## config.mk

```make
export PLATFORM = sky130hd
export DESIGN_NAME = gpio_port_regs
export DESIGN_NICKNAME = d
export VERILOG_FILES = /design/src/rtl/gpio_port_pkg.sv /design/src/rtl/gpio_addr_dec.sv /design/src/rtl/gpio_cfg_regs.sv /design/src/rtl/gpio_rd_path.sv /design/src/rtl/gpio_port_regs.sv
export SDC_FILE = /design/constraint.sdc
export NUM_CORES = 1
export LEC_CHECK = 0
export BUFFER_PORTS_ARGS = -buffer_cell sky130_fd_sc_hd__buf_2
export CORE_MARGIN = 1
export CORE_UTILIZATION = 45
export DETAILED_ROUTE_END_ITERATION = 10
export GPL_TIMING_DRIVEN = 0
export PLACE_DENSITY = 0.65
export SETUP_SLACK_MARGIN = 0.5
export SLEW_MARGIN = 5
export SYNTH_ARGS = -nofsm -noshare
export SYNTH_HDL_FRONTEND = slang
export SYNTH_SLANG_ARGS = --single-unit
```

## constraint.sdc

```tcl
create_clock -name clk_i -period 1.8 [get_ports clk_i]
set_input_delay 0.36 -clock clk_i [delete_from_list [all_inputs] [get_ports clk_i]]
set_output_delay 0.36 -clock clk_i [all_outputs]
set_load 0.1 [all_outputs]
```

## src/rtl/gpio_port_pkg.sv

```systemverilog
package gpio_port_pkg;
  localparam int unsigned WORD_W   = 32;
  localparam int unsigned PINS     = WORD_W / 2;
  localparam int unsigned NUM_REGS = 12;
  localparam int unsigned IDX_W    = $clog2(NUM_REGS);

  // index = byte offset / 4; the offset map is software-visible
  typedef enum logic [IDX_W-1:0] {
    RI_MODE   = 4'd0,
    RI_OTYPE  = 4'd1,
    RI_SPEED  = 4'd2,
    RI_PULL   = 4'd3,
    RI_IN     = 4'd4,
    RI_OUT    = 4'd5,
    RI_SETCLR = 4'd6,
    RI_LOCK   = 4'd7,
    RI_AFLO   = 4'd8,
    RI_AFHI   = 4'd9,
    RI_CLR    = 4'd10,
    RI_ANA    = 4'd11
  } reg_idx_e;

  typedef logic [NUM_REGS-1:0][WORD_W-1:0] reg_words_t;
endpackage

```

## src/rtl/gpio_addr_dec.sv

```systemverilog
module gpio_addr_dec
  import gpio_port_pkg::*;
#(
  parameter int unsigned ADDR_W = 10
) (
  input  logic [ADDR_W-1:0]   addr_i,
  output logic [NUM_REGS-1:0] sel_o,
  output logic                hit_o
);
  localparam int unsigned WA_W = ADDR_W - 2;

  logic aligned;
  assign aligned = (addr_i[1:0] == 2'b00);

  for (genvar g = 0; g < NUM_REGS; g++) begin : g_sel
    assign sel_o[g] = aligned && (addr_i[ADDR_W-1:2] == WA_W'(g));
  end

  assign hit_o = |sel_o;
endmodule

```

## src/rtl/gpio_cfg_regs.sv

```systemverilog
module gpio_cfg_regs
  import gpio_port_pkg::*;
#(
  parameter logic [WORD_W-1:0] MODE_RST  = '0,
  parameter logic [WORD_W-1:0] SPEED_RST = '0,
  parameter logic [WORD_W-1:0] PULL_RST  = '0
) (
  input  logic                clk_i,
  input  logic                rst_ni,
  input  logic                wr_en_i,
  input  logic [NUM_REGS-1:0] sel_i,
  input  logic [WORD_W-1:0]   wdata_i,
  input  logic [PINS-1:0]     pin_in_i,
  output reg_words_t          words_o,
  output logic [WORD_W-1:0]   mode_o,
  output logic [PINS-1:0]     otype_o,
  output logic [WORD_W-1:0]   pull_o,
  output logic [PINS-1:0]     odata_o
);
  logic [WORD_W-1:0] mode_q, speed_q, pull_q, aflo_q, afhi_q;
  logic [PINS-1:0]   otype_q, out_q, in_q, lock_q, ana_q;
  logic [PINS-1:0]   out_d;
  logic [PINS-1:0]   lo_half, hi_half;

  assign lo_half = wdata_i[PINS-1:0];
  assign hi_half = wdata_i[WORD_W-1:PINS];

  // clear first, then set: set wins on a shared pin
  always_comb begin
    out_d = out_q;
    if (wr_en_i && sel_i[RI_OUT])    out_d = lo_half;
    if (wr_en_i && sel_i[RI_SETCLR]) out_d = (out_q & ~hi_half) | lo_half;
    if (wr_en_i && sel_i[RI_CLR])    out_d = out_q & ~lo_half;
  end

  always_ff @(posedge clk_i or negedge rst_ni) begin
    if (!rst_ni) begin
      mode_q  <= MODE_RST;
      speed_q <= SPEED_RST;
      pull_q  <= PULL_RST;
      aflo_q  <= '0;
      afhi_q  <= '0;
      otype_q <= '0;
      out_q   <= '0;
      in_q    <= '0;
      lock_q  <= '0;
      ana_q   <= '0;
    end else begin
      in_q  <= pin_in_i;
      out_q <= out_d;
      if (wr_en_i) begin
        if (sel_i[RI_MODE])  mode_q  <= wdata_i;
        if (sel_i[RI_SPEED]) speed_q <= wdata_i;
        if (sel_i[RI_PULL])  pull_q  <= wdata_i;
        if (sel_i[RI_AFLO])  aflo_q  <= wdata_i;
        if (sel_i[RI_AFHI])  afhi_q  <= wdata_i;
        if (sel_i[RI_OTYPE]) otype_q <= lo_half;
        if (sel_i[RI_LOCK])  lock_q  <= lo_half;
        if (sel_i[RI_ANA])   ana_q   <= lo_half;
      end
    end
  end

  always_comb begin
    words_o            = '0;
    words_o[RI_MODE]   = mode_q;
    words_o[RI_OTYPE]  = {{PINS{1'b0}}, otype_q};
    words_o[RI_SPEED]  = speed_q;
    words_o[RI_PULL]   = pull_q;
    words_o[RI_IN]     = {{PINS{1'b0}}, in_q};
    words_o[RI_OUT]    = {{PINS{1'b0}}, out_q};
    words_o[RI_LOCK]   = {{PINS{1'b0}}, lock_q};
    words_o[RI_AFLO]   = aflo_q;
    words_o[RI_AFHI]   = afhi_q;
    words_o[RI_ANA]    = {{PINS{1'b0}}, ana_q};
  end

  assign mode_o  = mode_q;
  assign otype_o = otype_q;
  assign pull_o  = pull_q;
  assign odata_o = out_q;
endmodule

```

## src/rtl/gpio_rd_path.sv

```systemverilog
module gpio_rd_path
  import gpio_port_pkg::*;
(
  input  logic                clk_i,
  input  logic                rst_ni,
  input  logic                valid_i,
  input  logic                write_i,
  input  logic                hit_i,
  input  logic [NUM_REGS-1:0] sel_i,
  input  reg_words_t          words_i,
  output logic                rsp_valid_o,
  output logic [WORD_W-1:0]   rsp_rdata_o,
  output logic                rsp_err_o
);
  logic [WORD_W-1:0] mux;

  // one-hot AND-OR select; an unmatched offset yields zero
  always_comb begin
    mux = '0;
    for (int i = 0; i < NUM_REGS; i++) mux |= words_i[i] & {WORD_W{sel_i[i]}};
  end

  always_ff @(posedge clk_i or negedge rst_ni) begin
    if (!rst_ni) begin
      rsp_valid_o <= 1'b0;
      rsp_rdata_o <= '0;
      rsp_err_o   <= 1'b0;
    end else begin
      rsp_valid_o <= valid_i && !write_i;
      rsp_err_o   <= valid_i && !hit_i;
      if (valid_i && !write_i) rsp_rdata_o <= mux;
    end
  end
endmodule

```

## src/rtl/gpio_port_regs.sv

```systemverilog
module gpio_port_regs
  import gpio_port_pkg::*;
#(
  parameter int unsigned       ADDR_W    = 10,
  parameter logic [31:0]       MODE_RST  = 32'hABFF_FFFF,
  parameter logic [31:0]       SPEED_RST = 32'h0C00_0000,
  parameter logic [31:0]       PULL_RST  = 32'h6400_0000
) (
  input  logic              clk_i,
  input  logic              rst_ni,
  input  logic              req_valid_i,
  input  logic              req_write_i,
  input  logic [ADDR_W-1:0] req_addr_i,
  input  logic [31:0]       req_wdata_i,
  output logic              rsp_valid_o,
  output logic [31:0]       rsp_rdata_o,
  output logic              rsp_err_o,
  input  logic [15:0]       pin_in_i,
  output logic [31:0]       mode_o,
  output logic [15:0]       otype_o,
  output logic [31:0]       pull_o,
  output logic [15:0]       odata_o
);
  logic [NUM_REGS-1:0] sel;
  logic                hit;
  reg_words_t          words;

  gpio_addr_dec #(.ADDR_W(ADDR_W)) u_dec (
    .addr_i (req_addr_i),
    .sel_o  (sel),
    .hit_o  (hit)
  );

  gpio_cfg_regs #(
    .MODE_RST  (MODE_RST),
    .SPEED_RST (SPEED_RST),
    .PULL_RST  (PULL_RST)
  ) u_regs (
    .clk_i    (clk_i),
    .rst_ni   (rst_ni),
    .wr_en_i  (req_valid_i && req_write_i),
    .sel_i    (sel),
    .wdata_i  (req_wdata_i),
    .pin_in_i (pin_in_i),
    .words_o  (words),
    .mode_o   (mode_o),
    .otype_o  (otype_o),
    .pull_o   (pull_o),
    .odata_o  (odata_o)
  );

  gpio_rd_path u_rd (
    .clk_i       (clk_i),
    .rst_ni      (rst_ni),
    .valid_i     (req_valid_i),
    .write_i     (req_write_i),
    .hit_i       (hit),
    .sel_i       (sel),
    .words_i     (words),
    .rsp_valid_o (rsp_valid_o),
    .rsp_rdata_o (rsp_rdata_o),
    .rsp_err_o   (rsp_err_o)
  );
endmodule

```

==> qor.txt <==
Count of input and output buffers - 190
Most frequent cells in the layout - dfrtp_1 (233), buf_12 (156), buf_6 (141)
DR pass1 iterations - 6
Worst slack, placed - -1.30 ns
Netlist cell types - 54
Number of enable flip-flop cells after synthesis - 0
Die height - 172 um
Iteration-0 DRC Markers - 1284
Max Transition Viols Final - 0
Slew HR - 43.9%
Peak supply drop - 0.000905 V
WL/cell - 28.1 um
Filler cells - 1567
Vias per cell - 6.07
Fmax - 0.512 GHz
CTS Sinks - 274
Post-layout util - 76.3%
Slew of the pin with the lowest slew margin - 0.841 ns
Die width - 172 um
Final setup viols - 5
Final period util - 108%
Crit path DAT - 2.39 ns
CTS tree - done
Fraction of layout cells with a size suffix above 1 - 63.3%
Clock Skews - 0.0119 ns
Max incr delay on CP - 0.52 ns
R2r startpoint - u_regs.pull_o[0]
Routed WL - 52.4 mm
Initial antenna violation count - 2
Die area - 29600 um^2
Status - complete, but fails checks
Crit path capture type - register
Grt ovf - 0
CP most frequent cell - nor2_1
Core Box Area - 28100 um^2
Violated checks - negative hold slack, negative setup slack
Clk buf depth - 3
Met2 usage - 54.2%
Predominant post-synthesis flop cell - dfrtp_1
Pwr per Cell Area - 670 nW/um^2
Largest net degree at the start of global routing - 113
Setup crit start kind - register
Critical path required time - 2.24 ns
Number of global-route vias before repair - 11.5k
First-pass GRT wire length - 72.3 mm
Clk root buf - clkbuf_16
Syn Nets - 1102
Total CTS buffers - 30
M1 GR Usage - 42.6%
DR vias - 11.3k
Most common library cell in the layout ignoring fill and taps - dfrtp_1
Setup Crit Path Kind - register to register
Clk_lat worst skew - 0.57 ns
Initial Util - 46.3%
Max stage delay cell, worst path - mux4_2
Final net count - 1525
Synth Register Bits - 274
DRT antenna net count - 0
RSZ-0062 raised after global routing - yes
Area growth syn-to-layout - 64.8%
HPWL Detailed - 27.9 mm
Total global-route track usage - 33.7%
Syn Inst Count - 1040
R2R setup slack - -0.15 ns
Crit path cell chain - mux4_2 > a222oi_1 > nor2_1 > a2111oi_2 > nor2_1
Max Cap Viol - 0
Most Crowded Layer GR - met2
Syn. warnings - 0
Htree depth - 1
Clock-pin slew on the worst setup and hold paths - 0.06 ns
Ys async rst share - 100%
I/O pin total - 192
Post-cts hold buffer count - 16
Hold slack - -0.267 ns
Largest fanout on the critical path - 2
Final GP Congestion - 0.927
# DRC - 0
Met3 Resource Use GR - 8.03%
Post-synthesis cell area - 13000 um^2
Post-route minimum period - 1.95 ns
Rows - 61
Seq/Total Area, Yosys - 53.1%
Final hold violation count - 52
Syn avg cell area - 12.5 um^2
Setup WS post-layout - -0.152 ns
Reg2Reg Depth - 5
Lkg Pwr - 0.0100 uW
Hold WC Path Type - primary input to asynchronous set/reset pin
Critical R2R Capture - u_rd.rsp_rdata_o[0]
cells by family (layout without fill, tap and decap cells):
group,after synthesis,count (layout),share of synthesized area (%)
AOI/OAI and AO/OA,167,167,9.05
buffers and inverters,178,625,8.32
DFF,274,274,53.1
muxes,276,276,23.7
other,0,1,0
and+or+nand+nor,145,145,5.86
routing by layer:
layer	wire (um)	vias up
li1	-	4538
met3	5310	222
met5	27	-
met4	2790	4
met1	19600	5722
met2	24700	835
flip-flops by register name, summed over array words and instances (netlist names):
signal / count
u_regs.ana_q: 16
u_regs.mode_o: 32
u_regs.afhi_q: 32
u_regs.odata_o: 16
u_regs.otype_o: 16
u_rd.rsp_err_o: 1
u_regs.pull_o: 32
u_rd.rsp_valid_o: 1
u_rd.rsp_rdata_o: 32
u_regs.lock_q: 16
u_regs.speed_q: 32
u_regs.aflo_q: 32
u_regs.in_q: 16
layout make-up:
class                   count  area, um^2  area share (%)
diodes                      1        2.50          0.0117
plain buffers             175        1950            9.09
clock buffers              42         886            4.13
clock inverters            14        86.3           0.403
inverters                   3        15.0          0.0701
multi-input cells         588        6050            28.2
flip-flops and latches    274        6910            32.2
well taps                 378         473            2.21
repair buffers            391        5060            23.6
cells in the mapped netlist, drive strengths merged, types with 5 or more instances:
cell,instances,share of area [%]
a211oi,16,0.96
a22o,14,0.94
a221oi,11,0.74
a22oi,22,1.3
buf,128,6.9
mux2i,50,3.9
dfstp,34,6.9
nand2,19,0.55
nor2,45,1.3
nor2b,5,0.24
mux2,223,19
nor3,54,2.5
a21oi,38,1.5
o21ai,11,0.42
a31oi,5,0.24
and2,5,0.24
o22ai,19,0.91
dfrtp,240,46
clkbuf,47,1.4
worst max-delay path by stage:
stage	start	end	slack, ns	cells past startpoint
final	u_regs.pull_o[0]	u_rd.rsp_rdata_o[0]	-0.15	5
after detailed placement	req_addr_i[5]	u_regs.mode_o[26]	-1.30	6
after floorplan	req_addr_i[9]	u_regs.otype_o[10]	-0.13	6
after global routing	u_regs.pull_o[0]	u_rd.rsp_rdata_o[0]	-0.12	5
after CTS	u_regs.pull_o[0]	u_rd.rsp_rdata_o[0]	-0.04	5
after global placement	rst_ni	u_regs.mode_o[26]	-4.73	1
worst max-delay path: cells and delay by family (launching register included):
kind / cells / cell delay, ns
AOI/OAI and AO/OA: 2 / 0.73
DFF: 1 / 0.38
muxes: 1 / 0.52
and+or+nand+nor: 2 / 0.19
report_power, final:
group          switching [uW]  internal (uW)
clock network            2680           3430
logic                    1230            643
registers                 103           6270
total                    4010          10300
stage by stage:
step | cell area [um^2] | cells | setup TNS [ns] | hold slack [ns] | total power (uW)
2_1_floorplan | 13200 | 1040 | -9.42 | 0.0644 | 7270
3_3_place_gp | 14600 | 1608 | -1417.19 | 0.463 | 7790
3_5_place_dp | 14700 | 1610 | -186.53 | 0.351 | 7820
4_1_cts | 20600 | 1824 | -0.0379 | -0.239 | 14200
5_1_grt | 21400 | 1865 | -0.950 | -0.213 | 14600
6_report | 21400 | 1866 | -0.252 | -0.267 | 14400
repair_timing:
item                       CTS  global route
setup buffers              127            40
gates cloned                15             1
hold endpoints to repair    68            52
gates resized for setup    908           140
setup endpoints to repair  387           387
pin swaps                   51            27
Power figures use the tool's default switching activity.
